==> src/rtl/ret_stack_pkg.sv <==
package ret_stack_pkg;
  localparam int PC_W     = 12;
  localparam int SW_W     = 8;
  localparam int SP_W     = 3;
  localparam int DW       = 8;
  localparam int AW       = 6;
  localparam int EXT_AW   = 8;
  localparam int DEPTH    = 1 << AW;
  localparam int STK_BASE = 8;
  localparam int BANK_BIT = 4;
  localparam int BANK_OFS = 24;
  localparam int BANK_W   = 5;

  typedef enum logic [1:0] {OP_NONE, OP_PUSH, OP_PULL_FULL, OP_PULL_PC} stk_op_e;
endpackage

==> src/rtl/ret_stack_mem.sv <==
module ret_stack_mem #(
  parameter int DW    = 8,
  parameter int AW    = 6,
  parameter int NRD   = 3,
  localparam int DEPTH = 1 << AW
) (
  input  logic                    clk_i,
  input  logic                    we_a_i,
  input  logic [AW-1:0]           addr_a_i,
  input  logic [DW-1:0]           wd_a_i,
  input  logic                    we_b_i,
  input  logic [AW-1:0]           addr_b_i,
  input  logic [DW-1:0]           wd_b_i,
  input  logic [NRD-1:0][AW-1:0]  raddr_i,
  output logic [NRD-1:0][DW-1:0]  rdata_o
);
  logic [DW-1:0] mem_q [DEPTH];

  always_ff @(posedge clk_i) begin
    if (we_a_i) mem_q[addr_a_i] <= wd_a_i;
    if (we_b_i) mem_q[addr_b_i] <= wd_b_i;
  end

  for (genvar g = 0; g < NRD; g++) begin : g_rd
    assign rdata_o[g] = mem_q[raddr_i[g]];
  end
endmodule

==> src/rtl/ret_stack_seq.sv <==
module ret_stack_seq
  import ret_stack_pkg::*;
(
  input  stk_op_e          op_i,
  input  logic [PC_W-1:0]  pc_i,
  input  logic [SW_W-1:0]  psw_i,
  input  logic [DW-1:0]    lo_rd_i,
  input  logic [DW-1:0]    hi_rd_i,
  output logic [AW-1:0]    lo_addr_o,
  output logic [AW-1:0]    hi_addr_o,
  output logic [DW-1:0]    lo_wd_o,
  output logic [DW-1:0]    hi_wd_o,
  output logic [PC_W-1:0]  nxt_pc_o,
  output logic [SW_W-1:0]  nxt_psw_o
);
  logic [SP_W-1:0] sp, sp_inc, sp_dec, sp_sel;

  assign sp     = psw_i[SP_W-1:0];
  assign sp_inc = sp + 1'b1;
  assign sp_dec = sp - 1'b1;
  // pulls address the entry below the current pointer
  assign sp_sel = (op_i == OP_PUSH) ? sp : sp_dec;

  assign lo_addr_o = AW'(STK_BASE) + AW'({sp_sel, 1'b0});
  assign hi_addr_o = lo_addr_o + AW'(1);

  assign lo_wd_o = pc_i[7:0];
  assign hi_wd_o = {psw_i[7:4], pc_i[PC_W-1:8]};

  always_comb begin
    nxt_pc_o  = pc_i;
    nxt_psw_o = psw_i;
    unique case (op_i)
      OP_PUSH:      nxt_psw_o = {psw_i[7:SP_W], sp_inc};
      OP_PULL_FULL: begin
        nxt_pc_o  = {hi_rd_i[3:0], lo_rd_i};
        nxt_psw_o = {hi_rd_i[7:4], psw_i[3], sp_dec};
      end
      OP_PULL_PC: begin
        nxt_pc_o  = {hi_rd_i[3:0], lo_rd_i};
        nxt_psw_o = {psw_i[7:SP_W], sp_dec};
      end
      default: ;
    endcase
  end
endmodule

==> src/rtl/ret_stack.sv <==
module ret_stack
  import ret_stack_pkg::*;
(
  input  logic              clk_i,
  input  logic              rst_ni,
  input  logic [PC_W-1:0]   pc_i,
  input  logic [SW_W-1:0]   psw_i,
  input  logic              push_i,
  input  logic              pull_full_i,
  input  logic              pull_pc_i,
  input  logic              ram_we_i,
  input  logic [EXT_AW-1:0] ram_addr_i,
  input  logic [DW-1:0]     ram_wdata_i,
  output logic [DW-1:0]     ram_rdata_o,
  output logic [PC_W-1:0]   pc_o,
  output logic [SW_W-1:0]   psw_o,
  output logic [BANK_W-1:0] bank_base_o
);
  localparam logic [EXT_AW-1:0] EXT_MASK = EXT_AW'(DEPTH - 1);

  stk_op_e          op;
  logic             any_stk;
  logic [AW-1:0]    ext_addr, lo_addr, hi_addr;
  logic [DW-1:0]    lo_wd, hi_wd;
  logic [PC_W-1:0]  nxt_pc;
  logic [SW_W-1:0]  nxt_psw;
  logic [2:0][AW-1:0] raddr;
  logic [2:0][DW-1:0] rdata;
  logic             we_a;
  logic [AW-1:0]    addr_a;
  logic [DW-1:0]    wd_a;

  // fixed priority: push, full return, pc-only return
  always_comb begin
    if (push_i)           op = OP_PUSH;
    else if (pull_full_i) op = OP_PULL_FULL;
    else if (pull_pc_i)   op = OP_PULL_PC;
    else                  op = OP_NONE;
  end
  assign any_stk = push_i | pull_full_i | pull_pc_i;

  assign ext_addr = AW'(ram_addr_i & EXT_MASK);

  ret_stack_seq u_seq (
    .op_i      (op),
    .pc_i      (pc_i),
    .psw_i     (psw_i),
    .lo_rd_i   (rdata[0]),
    .hi_rd_i   (rdata[1]),
    .lo_addr_o (lo_addr),
    .hi_addr_o (hi_addr),
    .lo_wd_o   (lo_wd),
    .hi_wd_o   (hi_wd),
    .nxt_pc_o  (nxt_pc),
    .nxt_psw_o (nxt_psw)
  );

  // port A shared: stack low byte wins over the external write
  assign we_a   = (op == OP_PUSH) | (ram_we_i & ~any_stk);
  assign addr_a = (op == OP_PUSH) ? lo_addr : ext_addr;
  assign wd_a   = (op == OP_PUSH) ? lo_wd : ram_wdata_i;

  assign raddr[0] = lo_addr;
  assign raddr[1] = hi_addr;
  assign raddr[2] = ext_addr;

  ret_stack_mem #(.DW(DW), .AW(AW), .NRD(3)) u_mem (
    .clk_i    (clk_i),
    .we_a_i   (we_a),
    .addr_a_i (addr_a),
    .wd_a_i   (wd_a),
    .we_b_i   (op == OP_PUSH),
    .addr_b_i (hi_addr),
    .wd_b_i   (hi_wd),
    .raddr_i  (raddr),
    .rdata_o  (rdata)
  );

  assign ram_rdata_o = rdata[2];

  always_ff @(posedge clk_i or negedge rst_ni) begin
    if (!rst_ni) begin
      pc_o  <= '0;
      psw_o <= '0;
    end else begin
      pc_o  <= nxt_pc;
      psw_o <= nxt_psw;
    end
  end

  assign bank_base_o = psw_o[BANK_BIT] ? BANK_W'(BANK_OFS) : '0;

  p_push_sp_r3: assert property (@(posedge clk_i) disable iff (!rst_ni)
    push_i |=> psw_o[2:0] == 3'($past(psw_i[2:0]) + 3'd1));
  p_push_pc_r3: assert property (@(posedge clk_i) disable iff (!rst_ni)
    push_i |=> pc_o == $past(pc_i));
  p_pull_sp_r4: assert property (@(posedge clk_i) disable iff (!rst_ni)
    (!push_i && (pull_full_i || pull_pc_i)) |=> psw_o[2:0] == 3'($past(psw_i[2:0]) - 3'd1));
  p_pconly_hi_r6: assert property (@(posedge clk_i) disable iff (!rst_ni)
    (!push_i && !pull_full_i && pull_pc_i) |=> psw_o[7:4] == $past(psw_i[7:4]));
  p_bit3_keep_r7: assert property (@(posedge clk_i) disable iff (!rst_ni)
    (push_i || pull_full_i || pull_pc_i) |=> psw_o[3] == $past(psw_i[3]));
  p_idle_pass_r12: assert property (@(posedge clk_i) disable iff (!rst_ni)
    (!push_i && !pull_full_i && !pull_pc_i) |=> (pc_o == $past(pc_i) && psw_o == $past(psw_i)));
endmodule

==> config.mk <==
export PLATFORM = sky130hd
export DESIGN_NAME = ret_stack
export DESIGN_NICKNAME = d
export VERILOG_FILES = /design/src/rtl/ret_stack_pkg.sv /design/src/rtl/ret_stack_mem.sv /design/src/rtl/ret_stack_seq.sv /design/src/rtl/ret_stack.sv
export SDC_FILE = /design/constraint.sdc
export NUM_CORES = 1
export LEC_CHECK = 0
export ABC_AREA = 1
export BUFFER_PORTS_ARGS = -buffer_cell sky130_fd_sc_hd__buf_4
export CAP_MARGIN = 25
export CORE_UTILIZATION = 40
export CTS_CLUSTER_DIAMETER = 30
export DETAILED_ROUTE_END_ITERATION = 8
export GPL_TIMING_DRIVEN = 0
export PLACE_DENSITY_LB_ADDON = 0.05
export SYNTH_ARGS = -nofsm -noshare
export SYNTH_HDL_FRONTEND = slang
export SYNTH_SLANG_ARGS = --single-unit
==> constraint.sdc <==
create_clock -name clk_i -period 2.1 [get_ports clk_i]
set_clock_uncertainty 0.05 [all_clocks]
set_input_delay 0 -clock clk_i [delete_from_list [all_inputs] [get_ports clk_i]]
set_output_delay 0 -clock clk_i [all_outputs]
set_load 0.05 [all_outputs]
# Yosys cells after proc, flatten, opt, wreduce, memory -nomap -nowiden

Memories as Yosys holds them, arrays and structs flattened.
Cells that the tools add are included.

Bits in registers: 20
Input bits: 42
RAM bits: 512
Output and inout bits: 33
Memories: 1

Bitwise logic cells: 5
Eq/ne operators: 3
Reduce and logical (&&, ||, !) cells: 1
Multiplexer cells: 13
Add/subtract/negate cells: 4

Memories:

| name        | depth | width | read ports | clocked after memory_dff | write ports | line                | source |
|---|---|---|---|---|---|---|---|
| u_mem.mem_q | 64    | 8     | 3          | 0                        | 2           | ret_stack_mem.sv:17 | `logic [DW-1:0] mem_q [DEPTH];` |

Operators with widths:

| kind                | number |
|---|---|
| $pmux 8 s3          | 1 |
| $mux 12             | 1 |
| $mux 8              | 1 |
| $add 6x1->6 const B | 1 |
| $mux 2              | 3 |
| $mux 6              | 1 |
| $add 4x4->5 const A | 1 |
| $mux 5              | 1 |
| $eq 2x2->1 const B  | 2 |
| $mux 1              | 4 |
| $add 3x1->3 const B | 1 |
| $mux 3              | 1 |
| $or 1x1->1          | 3 |
| $sub 3x1->3 const B | 1 |
| $eq 2x1->1 const B  | 1 |
| $reduce_or 2->1     | 1 |
| $and 1x1->1         | 1 |
| $not 1->1           | 1 |

# Longest topological paths before layout

An unclocked memory read counts as a cell.

Depth in word-level cells: 9
Gate-level depth with buffers: 13
Gate-level depth less buffers: 12

# Cells and area by module

From an unflattened synthesis, not the netlist that was laid out.

Cell total of the unflattened synthesis: 5690
Area total of the unflattened synthesis: 37885.1 sq um

By module, submodules not included:

| module        | cells an instance | seq. area each (sq um) | instances | area an instance (sq um) |
|---|---|---|---|---|
| ret_stack_mem | 5493              | 15374.7                | 1         | 36486.2 |
| ret_stack     | 78                | 500.5                  | 1         | 783.3 |
| ret_stack_seq | 119               | 0.0                    | 1         | 615.6 |

# Least setup slack after synthesis

OpenSTA, ideal clock, no wires.

Kind: input -> register
Start point: input port push_i
End point: memory u_mem.mem_q[0][0], data pin
Setup slack: -0.415 ns
Required time: 1.521 ns
Stages on the path: 3
Arrival: 1.936 ns
Path through: inv_2 -> clkbuf_1 -> o21ai_1

RTL lines:

| what            | line                | source |
|---|---|---|
| start, declared | ret_stack.sv:8      | `input logic push_i,` |
| end, declared   | ret_stack_mem.sv:17 |  |

==> metrics.txt <==
synth warn 0; Syn Area/Cell 10.1 µm²; top post-synthesis cells by area edfxtp_1 (65%), nand2_1 (14%), nand3_1 (9.6%), dfrtp_1 (2.1%), nor2_1 (1.8%); main combinational cell family by area after synthesis simple AND/OR/NAND/NOR gates; Setup-failing EPs final 8; H-Tree Depth 4; max cap viols 0; GRT Max-Usage Layer met2; sequential cell area 15900 µm²; count of different cell masters after synthesis 31; Critical Path AT 2.16 ns; worst min-delay path class input pin to register; commonest non-fill, non-tap cell in the layout nand2_1; Nets 2676; DR vias 19500; Final Cycle Share 105%; vias in the first global route 19000; met2 Usage GRT 47.0%; WHS Path Cells 4; Seq/Total Area, Yosys 66.9%; crit path time final 2.21 ns; max-slew violations 0; PwrDens 1130 nW/µm²; post-synthesis mux area share 0%; area of the multi-input gates 7480 µm²; post-synth top area share 64.8%; Max VDD drop 787 µV; share of cells above drive strength 1 19.1%; kind of critical path register to output port; Clock Sinks 532; final wirelength 92600 µm; met3 usage 7.39%; leading area contributor after synthesis edfxtp_1; Compound-Gate Fraction of Synth Area 2.18%; CTS Buffer Depth 3; Die Span X 246 µm; post-synthesis xor/xnor area fraction 0.0369%; initial antenna violation count 1; largest net degree at the start of global routing 65; Detailed Place HPWL 63200 µm; CTS tree built; die area 60300 µm²; clock slew at reported path FFs 0.04 ns; Routed Antenna Nets 0; Leak Pwr 11.9 nW; worst skew pair latency 0.72 ns; failing checks setup timing; Filler cells 5166; grt total ovfl 0; Buffers on Ports 65; R2R Setup Slk 0.29 ns; DRT Pass-1 Iters 5; met1 Use GR 43.3%; synthesized area 23700 µm²; ys async rst share 3.76%; setup ws final -0.111 ns; CP peak stage delay 0.46 ns; R2R depth 8; most frequent cells in the layout nand2_1 (873), edfxtp_1 (512), nand3_1 (423); area share of fa/ha/maj cells after synthesis 0.158%; GP Congestion 0.949; Area growth, synth to finish 29.6%; setup TNS -0.716 ns; DRC 0; Main synth FF type edfxtp_1; Max Clk Rate 0.452 GHz; RSZ-0062 raised after global routing true; Worst Setup End Kind output port; Post-synth EDFFs 512; Cells after Synth 2358; final core occ 52.9%; Initial Utilization 40.8%; endpoints failing hold 0; CTS Buf Count 131; DRT iter0 DRCs 2294; core area 58100 µm²; io pins 75; crit-path cells nand2_1, nand3_1, nand3_2, nand2_1, nand2_1, nand3_2, nand3_1, nand2_2, buf_6; clock root buffer clkbuf_16; critical path's slowest cell edfxtp_1; row count 88; DR WL/cell 26.5 µm; Setup crit start kind register; Design Power 34.8 mW; Data required, critical path 2.05 ns; run status finished, violations left; Worst Path Max Fanout 2; chip height 246 µm; global-route wire length before repair 132000 µm; most frequent CP cell nand2_1; Slew @ Worst Pin 1.04 ns; Overall Global Routing Usage 31.2%; vias per cell 5.58; FF+latch count, synth 532; Post-Synth Simple-Gate Area 27.2%; Slew Limit Headroom 30.2%
==> worst max-delay path: cells and delay by family (launching register included) <==
family	cells	cell delay, ns
buffers and inverters	1	0.17
flip-flops	1	0.46
AND/OR/NAND/NOR	8	0.81
==> cells in the mapped netlist, types with 12 or more instances <==
library cell	n
dfrtp_1	20
nand3_1	456
nand4_1	22
buf_1	24
inv_1	38
nand2_1	911
inv_2	14
clkbuf_1	34
buf_2	72
a21oi_1	12
o21ai_0	78
edfxtp_1	512
nor2_1	116
==> kinds of logic after synthesis <==
family,count (synthesis)
simple gates,1527
flops,532
buf+inv,192
compound gates,102
fa+ha+maj,3
xor+xnor,1
other cells,1
==> registers in the layout, summed over array words and instances (netlist names) <==
register and flops:
psw_o 8, u_mem.mem_q 512, pc_o 12
==> area by class of cell <==
type	count	share of cell area, %
antenna	3	0.0244
timing repair buffer	138	4.27
inverter	53	0.647
clock buffer	158	11.2
sequential	532	51.6
buffer	139	2.24
clock inverter	70	2.59
multi-input combinational	1636	24.3
tap	765	3.11
==> path summary, 6_finish.rpt <==
| path | start | to |
|---|---|---|
| worst max-delay path | u_mem.mem_q[19][3] | ram_rdata_o[3] |
| max in group asynchronous | rst_ni | pc_o[0] |
| min in group asynchronous | rst_ni | psw_o[4] |
| worst max register to register | u_mem.mem_q[9][5] | psw_o[5] |
| worst min-delay path | pc_i[3] | pc_o[3] |
| worst min register to register | u_mem.mem_q[8][2] | pc_o[2] |
==> per-stage QoR <==
stage	cells	setup slack [ns]	instance area, µm²	hold slack, ns
floorplan	2360	0.0648	23800	-0.346
global placement	3190	-1.82	25200	-0.156
detailed placement	3204	-1.23	25500	-0.152
CTS	3489	-0.0831	30600	0.0000971
global route	3491	-0.193	30800	0.0414
finish	3494	-0.111	30800	0.0152
==> metal layers <==
metal | vias to the layer above | wire, µm
li1 | 8705 | -
met1 | 9606 | 39500
met2 | 1031 | 41200
met3 | 164 | 9060
met4 | 0 | 2890
met5 | - | 0
==> power breakdown <==
part           internal [mW]  switching (mW)
clock network           13.3            6.18
logic                  0.855            2.40
registers               12.0           0.107
total                   26.1            8.68
==> repair_timing <==
action                     CTS  global route
buffers inserted            10             1
setup endpoints to repair   80           123
hold endpoints to repair   146             0
pin swaps                   51             8
hold buffers                47             0
resized for setup          102            39
No activity file was read; power rests on OpenSTA's default activity.
